$ cat src/rtl/tdc_pkg.sv
// Package: shared constants for descriptor completion.
// Assumes a 32-bit control/status word and an 11-bit length field.
package tdc_pkg;
    localparam int CTRL_W    = 32;
    localparam int LEN_W     = 11;
    localparam int PID_W     = 8;
    localparam int RSN_W     = 2;
    localparam int ST_W      = 3;

    localparam int B_SPD     = 29;
    localparam int B_IOC     = 24;
    localparam int B_ACT     = 23;
    localparam int B_STALL   = 22;
    localparam int B_BABBLE  = 20;
    localparam int B_NAK     = 19;
    localparam int B_STS_LO  = 17;

    localparam int RSN_DONE  = 0;
    localparam int RSN_SHORT = 1;

    localparam int ST_INT    = 0;
    localparam int ST_ERR    = 1;
    localparam int ST_PERR   = 2;

    localparam logic [PID_W-1:0] PID_SETUP = 8'h2D;
    localparam logic [PID_W-1:0] PID_IN    = 8'h69;
    localparam logic [PID_W-1:0] PID_OUT   = 8'hE1;

    typedef enum logic [1:0] {
        OC_OK     = 2'd0,
        OC_STALL  = 2'd1,
        OC_NAK    = 2'd2,
        OC_BABBLE = 2'd3
    } outcome_e;
endpackage

$ cat src/rtl/tdc_len_cmp.sv
// Module: decodes the n+1 maximum length and flags a short transfer.
// Assumes the field wraps modulo 2^LEN_W (all-ones encodes zero).
module tdc_len_cmp #(
    parameter int LEN_W = 11
) (
    input  logic [LEN_W-1:0] maxf,
    input  logic [LEN_W-1:0] act_len,
    output logic [LEN_W-1:0] max_len,
    output logic             is_short
);
    localparam logic [LEN_W-1:0] ONE = LEN_W'(1);

    // Decode the maximum length and compare against the actual length.
    always_comb begin
        max_len  = maxf + ONE;
        is_short = (act_len < max_len);
    end
endmodule

$ cat src/rtl/tdc_eval.sv
// Module: combinational evaluation of one completed descriptor.
// Produces the new control word, advance flag, reasons and error hits.
// Assumes the caller qualifies all outputs with its own valid strobe.
module tdc_eval
    import tdc_pkg::*;
#(
    parameter int CW = CTRL_W,
    parameter int LW = LEN_W
) (
    input  logic [CW-1:0]    ctrl_in,
    input  logic [LW-1:0]    maxf,
    input  logic [PID_W-1:0] pid,
    input  logic [LW-1:0]    act_len,
    input  logic [1:0]       oc,
    output logic [CW-1:0]    ctrl_out,
    output logic             adv,
    output logic [RSN_W-1:0] rsn,
    output logic             perr_hit,
    output logic             err_hit
);
    localparam logic [LW-1:0] ONE = LW'(1);

    logic [LW-1:0] max_len;
    logic          len_short;
    logic          pid_ok;
    logic          pid_in;
    logic [LW-1:0] len_field;
    outcome_e      oc_e;

    tdc_len_cmp #(.LEN_W(LW)) u_len (
        .maxf     (maxf),
        .act_len  (act_len),
        .max_len  (max_len),
        .is_short (len_short)
    );

    // Classify the packet identifier.
    always_comb begin
        pid_in = (pid == PID_IN);
        pid_ok = pid_in || (pid == PID_OUT) || (pid == PID_SETUP);
        oc_e   = outcome_e'(oc);
        len_field = act_len - ONE;
    end

    // Build the updated word, advance flag and interrupt reasons.
    always_comb begin
        ctrl_out = ctrl_in;
        adv      = 1'b0;
        rsn      = '0;
        perr_hit = 1'b0;
        err_hit  = 1'b0;
        if (!pid_ok) begin
            perr_hit = 1'b1;
        end else begin
            unique case (oc_e)
                OC_OK: begin
                    for (int b = B_STS_LO; b <= B_ACT; b++) begin
                        ctrl_out[b] = 1'b0;
                    end
                    ctrl_out[LW-1:0] = len_field;
                    rsn[RSN_DONE]    = ctrl_in[B_IOC];
                    if (pid_in && ctrl_in[B_SPD] && len_short) begin
                        rsn[RSN_SHORT] = 1'b1;
                        adv            = 1'b0;
                    end else begin
                        adv = 1'b1;
                    end
                end
                OC_STALL, OC_BABBLE: begin
                    ctrl_out[B_ACT]  = 1'b0;
                    if (oc_e == OC_STALL) ctrl_out[B_STALL]  = 1'b1;
                    else                  ctrl_out[B_BABBLE] = 1'b1;
                    ctrl_out[LW-1:0] = len_field;
                    rsn[RSN_DONE]    = ctrl_in[B_IOC];
                    err_hit          = 1'b1;
                end
                OC_NAK: begin
                    ctrl_out[B_NAK] = 1'b1;
                end
                default: ;
            endcase
        end
    end
endmodule

$ cat src/rtl/tdc_irq_acc.sv
// Module: per-frame reason accumulator, status register and interrupt line.
// Reasons raised in the frame-end cycle belong to the closing frame; a set
// beats a same-cycle clear.
module tdc_irq_acc
    import tdc_pkg::*;
#(
    parameter int RW = RSN_W,
    parameter int SW = ST_W
) (
    input  logic          clk,
    input  logic          rst_n,
    input  logic [RW-1:0] rsn_in,
    input  logic          err_in,
    input  logic          perr_in,
    input  logic          frame_end,
    input  logic [SW-1:0] sts_clr,
    input  logic [SW-1:0] int_en,
    output logic [SW-1:0] sts,
    output logic [RW-1:0] sec,
    output logic          irq
);
    logic [RW-1:0] pend_q;
    logic [RW-1:0] fold;
    logic [RW-1:0] pend_d;
    logic [RW-1:0] sec_d;
    logic [SW-1:0] sts_set;
    logic [SW-1:0] sts_d;

    // Fold this cycle's reasons into the pending mask and compute next state.
    always_comb begin
        fold   = pend_q | rsn_in;
        pend_d = frame_end ? '0 : fold;
        sec_d  = (sts_clr[ST_INT] ? '0 : sec) | (frame_end ? fold : '0);
        sts_set          = '0;
        sts_set[ST_INT]  = frame_end && (|fold);
        sts_set[ST_ERR]  = err_in;
        sts_set[ST_PERR] = perr_in;
        sts_d = (sts & ~sts_clr) | sts_set;
    end

    // Register the pending mask, secondary status and status bits.
    always_ff @(posedge clk) begin
        if (!rst_n) begin
            pend_q <= '0;
            sec    <= '0;
            sts    <= '0;
        end else begin
            pend_q <= pend_d;
            sec    <= sec_d;
            sts    <= sts_d;
        end
    end

    // Combine status bits with their enables; process error is unmasked.
    always_comb begin
        irq = (sts[ST_INT] && ((sec[RSN_DONE] && int_en[0]) ||
                               (sec[RSN_SHORT] && int_en[1])))
           || (sts[ST_ERR] && int_en[2])
           || sts[ST_PERR];
    end

    p_frame_sets_int_r9: assert property (@(posedge clk) disable iff (!rst_n)
        (frame_end && (|pend_q)) |=> sts[ST_INT]);

    p_sec_sticky_r10: assert property (@(posedge clk) disable iff (!rst_n)
        !sts_clr[ST_INT] |=> ((sec & $past(sec)) == $past(sec)));

    p_perr_drives_irq_r8: assert property (@(posedge clk) disable iff (!rst_n)
        sts[ST_PERR] |-> irq);
endmodule

$ cat src/rtl/tdc_unit.sv
// Module: top of the descriptor completion block. Registers the evaluated
// word and advance flag one cycle after td_valid and feeds the accumulator.
// Assumes one descriptor per cycle at most.
module tdc_unit
    import tdc_pkg::*;
#(
    parameter int CW = CTRL_W,
    parameter int LW = LEN_W
) (
    input  logic             clk,
    input  logic             rst_n,
    input  logic             td_valid,
    input  logic [CW-1:0]    td_ctrl,
    input  logic [LW-1:0]    tok_maxf,
    input  logic [PID_W-1:0] tok_pid,
    input  logic [LW-1:0]    xfer_len,
    input  logic [1:0]       outcome,
    input  logic             frame_end,
    input  logic [ST_W-1:0]  sts_clr,
    input  logic [ST_W-1:0]  int_en,
    output logic             upd_valid,
    output logic [CW-1:0]    upd_ctrl,
    output logic             upd_adv,
    output logic [ST_W-1:0]  sts,
    output logic [RSN_W-1:0] sec,
    output logic             irq
);
    logic [CW-1:0]    ev_ctrl;
    logic             ev_adv;
    logic [RSN_W-1:0] ev_rsn;
    logic             ev_perr;
    logic             ev_err;
    logic [RSN_W-1:0] g_rsn;
    logic             g_perr;
    logic             g_err;

    tdc_eval #(.CW(CW), .LW(LW)) u_eval (
        .ctrl_in  (td_ctrl),
        .maxf     (tok_maxf),
        .pid      (tok_pid),
        .act_len  (xfer_len),
        .oc       (outcome),
        .ctrl_out (ev_ctrl),
        .adv      (ev_adv),
        .rsn      (ev_rsn),
        .perr_hit (ev_perr),
        .err_hit  (ev_err)
    );

    // Qualify evaluation results with the descriptor strobe.
    always_comb begin
        g_rsn  = td_valid ? ev_rsn : '0;
        g_perr = td_valid && ev_perr;
        g_err  = td_valid && ev_err;
    end

    // Register the updated word for writeback.
    always_ff @(posedge clk) begin
        if (!rst_n) begin
            upd_valid <= 1'b0;
            upd_ctrl  <= '0;
            upd_adv   <= 1'b0;
        end else begin
            upd_valid <= td_valid;
            if (td_valid) begin
                upd_ctrl <= ev_ctrl;
                upd_adv  <= ev_adv;
            end
        end
    end

    tdc_irq_acc #(.RW(RSN_W), .SW(ST_W)) u_acc (
        .clk       (clk),
        .rst_n     (rst_n),
        .rsn_in    (g_rsn),
        .err_in    (g_err),
        .perr_in   (g_perr),
        .frame_end (frame_end),
        .sts_clr   (sts_clr),
        .int_en    (int_en),
        .sts       (sts),
        .sec       (sec),
        .irq       (irq)
    );

    p_nak_stays_active_r7: assert property (@(posedge clk) disable iff (!rst_n)
        (td_valid && outcome == 2'd2 && tok_pid == PID_IN)
        |=> (upd_ctrl[B_ACT] == $past(td_ctrl[B_ACT]) && !upd_adv));

    p_short_no_adv_r5: assert property (@(posedge clk) disable iff (!rst_n)
        (td_valid && outcome == 2'd0 && tok_pid == PID_IN && td_ctrl[B_SPD]
         && (xfer_len < LW'(tok_maxf + LW'(1))))
        |=> (!upd_adv && sec == sec) );

    p_bad_pid_perr_r8: assert property (@(posedge clk) disable iff (!rst_n)
        (td_valid && tok_pid != PID_IN && tok_pid != PID_OUT && tok_pid != PID_SETUP)
        |=> (sts[ST_PERR] && !upd_adv));

    p_success_clears_active_r3: assert property (@(posedge clk) disable iff (!rst_n)
        (td_valid && outcome == 2'd0 && tok_pid == PID_OUT)
        |=> (upd_valid && !upd_ctrl[B_ACT] && upd_adv));
endmodule

$ cat config.mk
export PLATFORM = sky130hd
export DESIGN_NAME = tdc_unit
export DESIGN_NICKNAME = d
export VERILOG_FILES = /design/src/rtl/tdc_pkg.sv /design/src/rtl/tdc_len_cmp.sv /design/src/rtl/tdc_eval.sv /design/src/rtl/tdc_irq_acc.sv /design/src/rtl/tdc_unit.sv
export SDC_FILE = /design/constraint.sdc
export NUM_CORES = 1
export LEC_CHECK = 0
export ABC_CLOCK_PERIOD_IN_PS = 2700
export BUFFER_PORTS_ARGS = -buffer_cell sky130_fd_sc_hd__buf_2
export CORE_MARGIN = 2
export CORE_UTILIZATION = 40
export CTS_BUF_LIST = sky130_fd_sc_hd__clkbuf_4
export CTS_CLUSTER_DIAMETER = 40
export CTS_CLUSTER_SIZE = 30
export DETAILED_ROUTE_END_ITERATION = 16
export GPL_TIMING_DRIVEN = 0
export HOLD_SLACK_MARGIN = 0.03
export PLACE_DENSITY = 0.71
export SYNTH_ARGS = -nofsm -noshare
export SYNTH_HDL_FRONTEND = slang
export SYNTH_SLANG_ARGS = --single-unit
$ cat constraint.sdc
create_clock -name clk -period 2.7 [get_ports clk]
set_input_delay 0.405 -clock clk [delete_from_list [all_inputs] [get_ports clk]]
set_output_delay 0.405 -clock clk [all_outputs]
set_load 0.05 [all_outputs]
==> flow_summary.ini, run 1 <==
[sta]
hold_violations = 0
maxSlewHeadroom_pct = 58.64
fin_crit_sh_pct = 80.81
worst_pin_slew_ns = 0.6203
fin_setup_tns_ns = 0
rsz0062_at_grt = no
hold_ws_ns = 0.2675
finalMaxSlewViolations = 0
period_needed_ns = 2.182
fmax_mhz = 458.3
finClkSkew_ns = 0.001717
finalSetupViolCount = 0

[status]
outcome = complete, no violations

[global_routing]
grt_antenna_before_repair = 0
grt_start_max_net_pins = 13
grt_overflow = 0
grt_pass1_wl_um = 9777
grt_use_total_pct = 19.73
grt_pass1_vias = 2159

[place]
place_congestion = 0.8150
io_buffers = 112
hpwl_um = 5169
dpl_cell_area_um2 = 2965

[clock_tree]
cts_setup_buffers = 0
cts_tree = yes
clock-root-buffer = clkbuf_4
clock-sinks = 41
cts_buffer_depth = 2
cts_resized = 0
cts_buffers = 5
clk_pin_slew_worst_paths_ns = 0.12
htreeDepth = 2
clk_latency_ns = 0.35
hold_buffers = 0

[pwr]
pwr-share-clk_pct = 22.2
p_sw_share_pct = 34.62
internal-power_uw = 861.5
vdd_ir_drop_max_v = 0.0001760
power_uw = 1318
switching_power_uw = 456.2
comb_power_share_pct = 28.5
p_per_area_nw_per_um2 = 437.0
power.share.sequential_pct = 49.3
p_leak_uw = 0.001395

[finish]
fin_util_pct = 54.43
design_area_um2 = 3015
drive_gt1_share_pct = 33.25
final_cell_mix = buf_2 (113), dfxtp_1 (41), nand3_1 (25), nor2b_1 (17), nand2_1 (16)
final_common_cell = buf_2
area_growth_pct = 30.27
fin_nets = 464
fill_cells = 545
diodes = 0

[drt]
drt_first_iter_violations = 119
vias = 2349
drt_wl_total_um = 6350
drtAntennaViolNets = 0
drt-met1-wl_um = 2768
wl_met2_um = 3038
met3_wirelength_um = 441
top_layer_used = met4
post-route-drc-count = 0
vias_per_cell = 5.208
wl_per_cell_um = 14.08
dr.pass1.iters = 4

[critical_path]
r2r_cells = 3
critPathTopFamily = simple AND/OR/NAND/NOR gates
cp-end-kind = register
critPathMaxFanout = 5
crit_chain = buf_2 > ha_1 > nand3_1 > nor2_1 > xnor2_1 > ha_1 > nor4bb_1 > nand4_1 > a31oi_1 > a31oi_1 > a31oi_1
path_depth = 11
required_ns = 2.99
path_class = in2reg
setup.worst_path.start_class = input port
cpPeakStageDelay_ns = 0.31
cp_slowest_cell = a31oi_1
cp_common_cell = a31oi_1
critPathBufInv = 1
cp.arrival_ns = 2.47

[min_path]
worstHoldPathCells = 2
hp-class = in2reg

[synth]
ys_ff_latch = 41
synthTopCellsByArea = dfxtp_1 (35%), ha_1 (6.5%), mux2i_1 (6.5%)
synth-edff-count = 0
synth_top_family_by_area = simple AND/OR/NAND/NOR gates
ys_warn_count = 0
synth.cell_area_um2 = 2315
async_flop_share_pct = 0
synth_top_area_share_pct = 35.46
synthSimpleGateAreaFrac_pct = 27.51
synth_fa_ha_area_share_pct = 6.486
syn_nets = 345
synth-xor-area-share_pct = 7.189
netlist_instances = 259
yosysUniqueCellTypes = 52
ys_seq_area_share_pct = 35.46
yosysTopAreaCell = dfxtp_1
synth_compound_area_share_pct = 13.24
synth-main-ff-cell = dfxtp_1
muxShareOfSynthArea_pct = 6.486
syn_avg_cell_area_um2 = 8.937

[floorplan]
die-area_um2 = 6411
rows = 27
io_pins = 114
initial_core_util_pct = 41.78
die_w_um = 80.07
core_um2 = 5540
die_y_um = 80.07

[flow_run]
max_cap_violations = 0
[through the flow]
step	setup WS, ns	cells
after CTS	0.5384	451
after floorplan	0.6473	259
final	0.5180	451
after global routing	0.2682	451
after global placement	0.1897	443
after detailed placement	0.1666	443
[layout make-up]
cell class	instances	area, um^2	area share (%)
Inverter	9	33.78	1.120
Sequential cell	41	820.8	27.22
Tap cell	72	90.09	2.988
Timing Repair Buffer	112	560.5	18.59
Multi-Input combinational cell	197	1410	46.76
Buffer	12	50.05	1.660
Clock buffer	5	37.54	1.245
Clock inverter	3	12.51	0.4149
[path summary, 6_finish.rpt]
kind	start	to	slack [ns]
hold / removal	td_ctrl[17]	upd_ctrl[17]	0.27
hold reg to reg	upd_ctrl[17]	upd_ctrl[17]	0.49
setup / recovery	tok_maxf[0]	u_acc.sts[0]	0.52
setup reg to reg	u_acc.pend_q[0]	u_acc.sec[0]	1.83
[power by group through the flow]
stage	logic [uW]	clock network [uW]	registers, uW
floorplan	134	0	771
global placement	369	0	663
detailed placement	376	0	664
CTS	377	299	651
global route	406	324	654
finish	375	292	650
[state kept, by name (all words and copies together), names as in the netlist]
register,flops
upd_ctrl,32
u_acc.pend_q,2
u_acc.sts,3
u_acc.sec,2
upd_valid,1
upd_adv,1
[logic make-up (layout without fill, tap and decap cells)]
group / Yosys count / count (layout)
compound gates: 41 / 41
xor+xnor: 19 / 19
fa+ha+maj: 12 / 12
buf+inv: 21 / 141
flops: 41 / 41
mux: 15 / 15
simple gates: 110 / 110
[per-layer routing]
metal	vias to the layer above	GRT usage (%)
li1	1182	-
met1	1072	23.42
met2	86	34.67
met3	9	4.831
met4	0	6.441
met5	-	0
[Yosys cell counts (all sizes together), types with 5 or more instances]
| master | count |
|---|---|
| dfxtp | 41 |
| nor2 | 12 |
| inv | 8 |
| clkbuf | 10 |
| ha | 12 |
| nor2b | 17 |
| nand3 | 25 |
| o211ai | 5 |
| xnor2 | 12 |
| nand4 | 5 |
| nand2 | 16 |
| o21ai | 7 |
| nor3 | 9 |
| mux2i | 15 |
| xor2 | 7 |
Power figures use the tool's default switching activity.
==> run 2: changes to the inputs <==
--- a/config.mk
+++ b/config.mk
@@ -5,7 +5,7 @@
 export SDC_FILE = /design/constraint.sdc
 export NUM_CORES = 1
 export LEC_CHECK = 0
-export ABC_CLOCK_PERIOD_IN_PS = 2700
+export ABC_CLOCK_PERIOD_IN_PS = 1850
 export BUFFER_PORTS_ARGS = -buffer_cell sky130_fd_sc_hd__buf_2
 export CORE_MARGIN = 2
 export CORE_UTILIZATION = 40
@@ -15,7 +15,7 @@
 export DETAILED_ROUTE_END_ITERATION = 16
 export GPL_TIMING_DRIVEN = 0
 export HOLD_SLACK_MARGIN = 0.03
-export PLACE_DENSITY = 0.71
+export PLACE_DENSITY = 0.74
 export SYNTH_ARGS = -nofsm -noshare
 export SYNTH_HDL_FRONTEND = slang
 export SYNTH_SLANG_ARGS = --single-unit
==> constraint.sdc (replaced) <==
create_clock -name clk -period 1.85 [get_ports clk]
set_input_delay 0.2775 -clock clk [delete_from_list [all_inputs] [get_ports clk]]
set_output_delay 0.2775 -clock clk [all_outputs]
set_load 0.05 [all_outputs]
==> flow_summary.ini, run 2 (synthesized netlist as in run 1, its figures left out) <==
[global_routing]
grt_use_total_pct = 19.20
grt_start_max_net_pins = 14
grt_antenna_before_repair = 0
grt_pass1_wl_um = 9687
grt_pass1_vias = 2234
grt_overflow = 0

[sta]
period_needed_ns = 1.800
finalSetupViolCount = 0
timing.final.ws_setup_ns = 0.05002
maxSlewHeadroom_pct = 58.40
worst_pin_slew_ns = 0.6241
hold_ws_ns = 0.1357
fmax_mhz = 555.6
fin_crit_sh_pct = 97.30
fin_setup_tns_ns = 0
finClkSkew_ns = 0.003175
hold_violations = 0
finalMaxSlewViolations = 0

[finish]
final_cell_mix = buf_2 (108), dfxtp_1 (41), nand3_1 (23), nor2b_1 (17)
fin_nets = 467
stdcell_count = 454
fill_cells = 507
final_common_cell = buf_2
diodes = 0
design_area_um2 = 3228
largest_register = upd_ctrl
largest_reg_flops = 32
drive_gt1_share_pct = 38.22
area_growth_pct = 39.46
seq_area_um2 = 820.8
top_regs = upd_ctrl: 32 flops, u_acc.sts: 3 flops
multi_input_area_um2 = 1524

[critical_path]
cpPeakStageDelay_ns = 0.27
critPathBufInv = 1
critPathTopFamily = simple AND/OR/NAND/NOR gates
r2r_slack_ns = 0.98
rr_startpoint = u_acc.pend_q[0]
critPathMaxFanout = 5
cp-end-kind = register
worstReg2RegEnd = u_acc.sec[0]
r2r_cells = 3
setup.worst_path.start_class = input port
cp.arrival_ns = 2.06
crit_chain = buf_4 > ha_4 > nand3_4 > nor2_4 > xnor2_2 > ha_2 > nor4bb_1 > nand4_1 > a31oi_4 > nand2_1 > a31o_2
cp_slowest_cell = nor4bb_1
path_class = in2reg
required_ns = 2.11

[drt]
dr.pass1.iters = 4
drt_wl_total_um = 6278
drtAntennaViolNets = 0
wl_per_cell_um = 13.83
post-route-drc-count = 0
vias = 2357
vias_per_cell = 5.192
drt_first_iter_violations = 43

[status]
outcome = complete, no violations

[clock_tree]
cts_buffer_depth = 2
cts_tree = yes
clock-sinks = 41
clock-root-buffer = clkbuf_4
clk_latency_ns = 0.35
htreeDepth = 2
cts_buffers = 5
clk_pin_slew_worst_paths_ns = 0.12
hold_buffers = 0

[pwr]
power.share.sequential_pct = 42.3
comb_power_share_pct = 26.1
switching_power_uw = 686.1
pwr-share-clk_pct = 31.6
vdd_ir_drop_max_v = 0.0003920
internal-power_uw = 1559
p_leak_uw = 0.001447
p_per_area_nw_per_um2 = 695.4
p_sw_share_pct = 30.57

[floorplan]
core_um2 = 5540
die_w_um = 80.07
io_pins = 114
die-area_um2 = 6411
rows = 27
die_y_um = 80.07
initial_core_util_pct = 41.78

[place]
post-place-ws_ns = -0.4353
dpl_cell_area_um2 = 2995
io_buffers = 112
dp.cells = 443
place_congestion = 0.7974
hpwl_um = 5007

[min_path]
holdPathEnd = upd_ctrl[17]
hp-start = td_ctrl[17]
hp-class = in2reg
worstHoldPathCells = 2

[flow_run]
max_cap_violations = 0
-- run 2: worst max path at each step --
| stage | from | to | slack (ns) | cells past startpoint |
|---|---|---|---|---|
| after global routing | tok_maxf[3] | upd_adv | -0.03 | 10 |
| after floorplan | tok_maxf[0] | upd_adv | -0.01 | 9 |
| after CTS | tok_maxf[0] | u_acc.sts[0] | 0.008 | 10 |
| after global placement | tok_maxf[2] | u_acc.sts[0] | -0.46 | 11 |
| after detailed placement | tok_maxf[0] | u_acc.sts[0] | -0.44 | 10 |
| final | tok_maxf[0] | upd_adv | 0.05 | 11 |
-- run 2: final cells by class --
class                   instances  area share, %
flip-flops and latches         41          25.43
clock inverters                 3          2.016
plain buffers                  12          1.550
well taps                      72          2.791
clock buffers                   5          1.163
repair buffers                115          18.80
multi-input cells             197          47.21
inverters                       9          1.047
-- run 2: power groups by stage --
stage               sequential (uW)  combinational, uW  clock, uW
finish                          949                586        710
global route                    954                635        758
CTS                             949                560        730
detailed placement              969                554          0
global placement                967                545          0
floorplan                      1130                200          0
-- run 2: timing repair --
action,4_1_cts,5_1_grt
buffers inserted,0,3
pin swaps,0,19
endpoints found under the setup margin,3,4
gates resized for setup,3,20
-- run 2: worst register-to-register path, delay by kind of cell, from the launching register on --
| kind | cells | cell delay [ns] |
|---|---|---|
| compound gates | 2 | 0.32 |
| flops | 1 | 0.31 |
| simple gates | 1 | 0.15 |
-- run 2: per-layer routing --
| metal | vias up | track usage (%) | share of wire, % |
|---|---|---|---|
| li1 | 1185 | - | - |
| met1 | 1076 | 21.80 | 43 |
| met2 | 90 | 34.50 | 48 |
| met3 | 6 | 5.843 | 7.5 |
| met4 | 0 | 5.424 | 0.73 |
| met5 | - | 0 | 0 |
-- run 2: stage by stage --
step           total power, uW  util, %
2_1_floorplan             1326        -
4_1_cts                   2239    56.23
3_3_place_gp              1513    54.07
3_5_place_dp              1523    54.07
5_1_grt                   2346    58.27
6_report                  2245    58.27
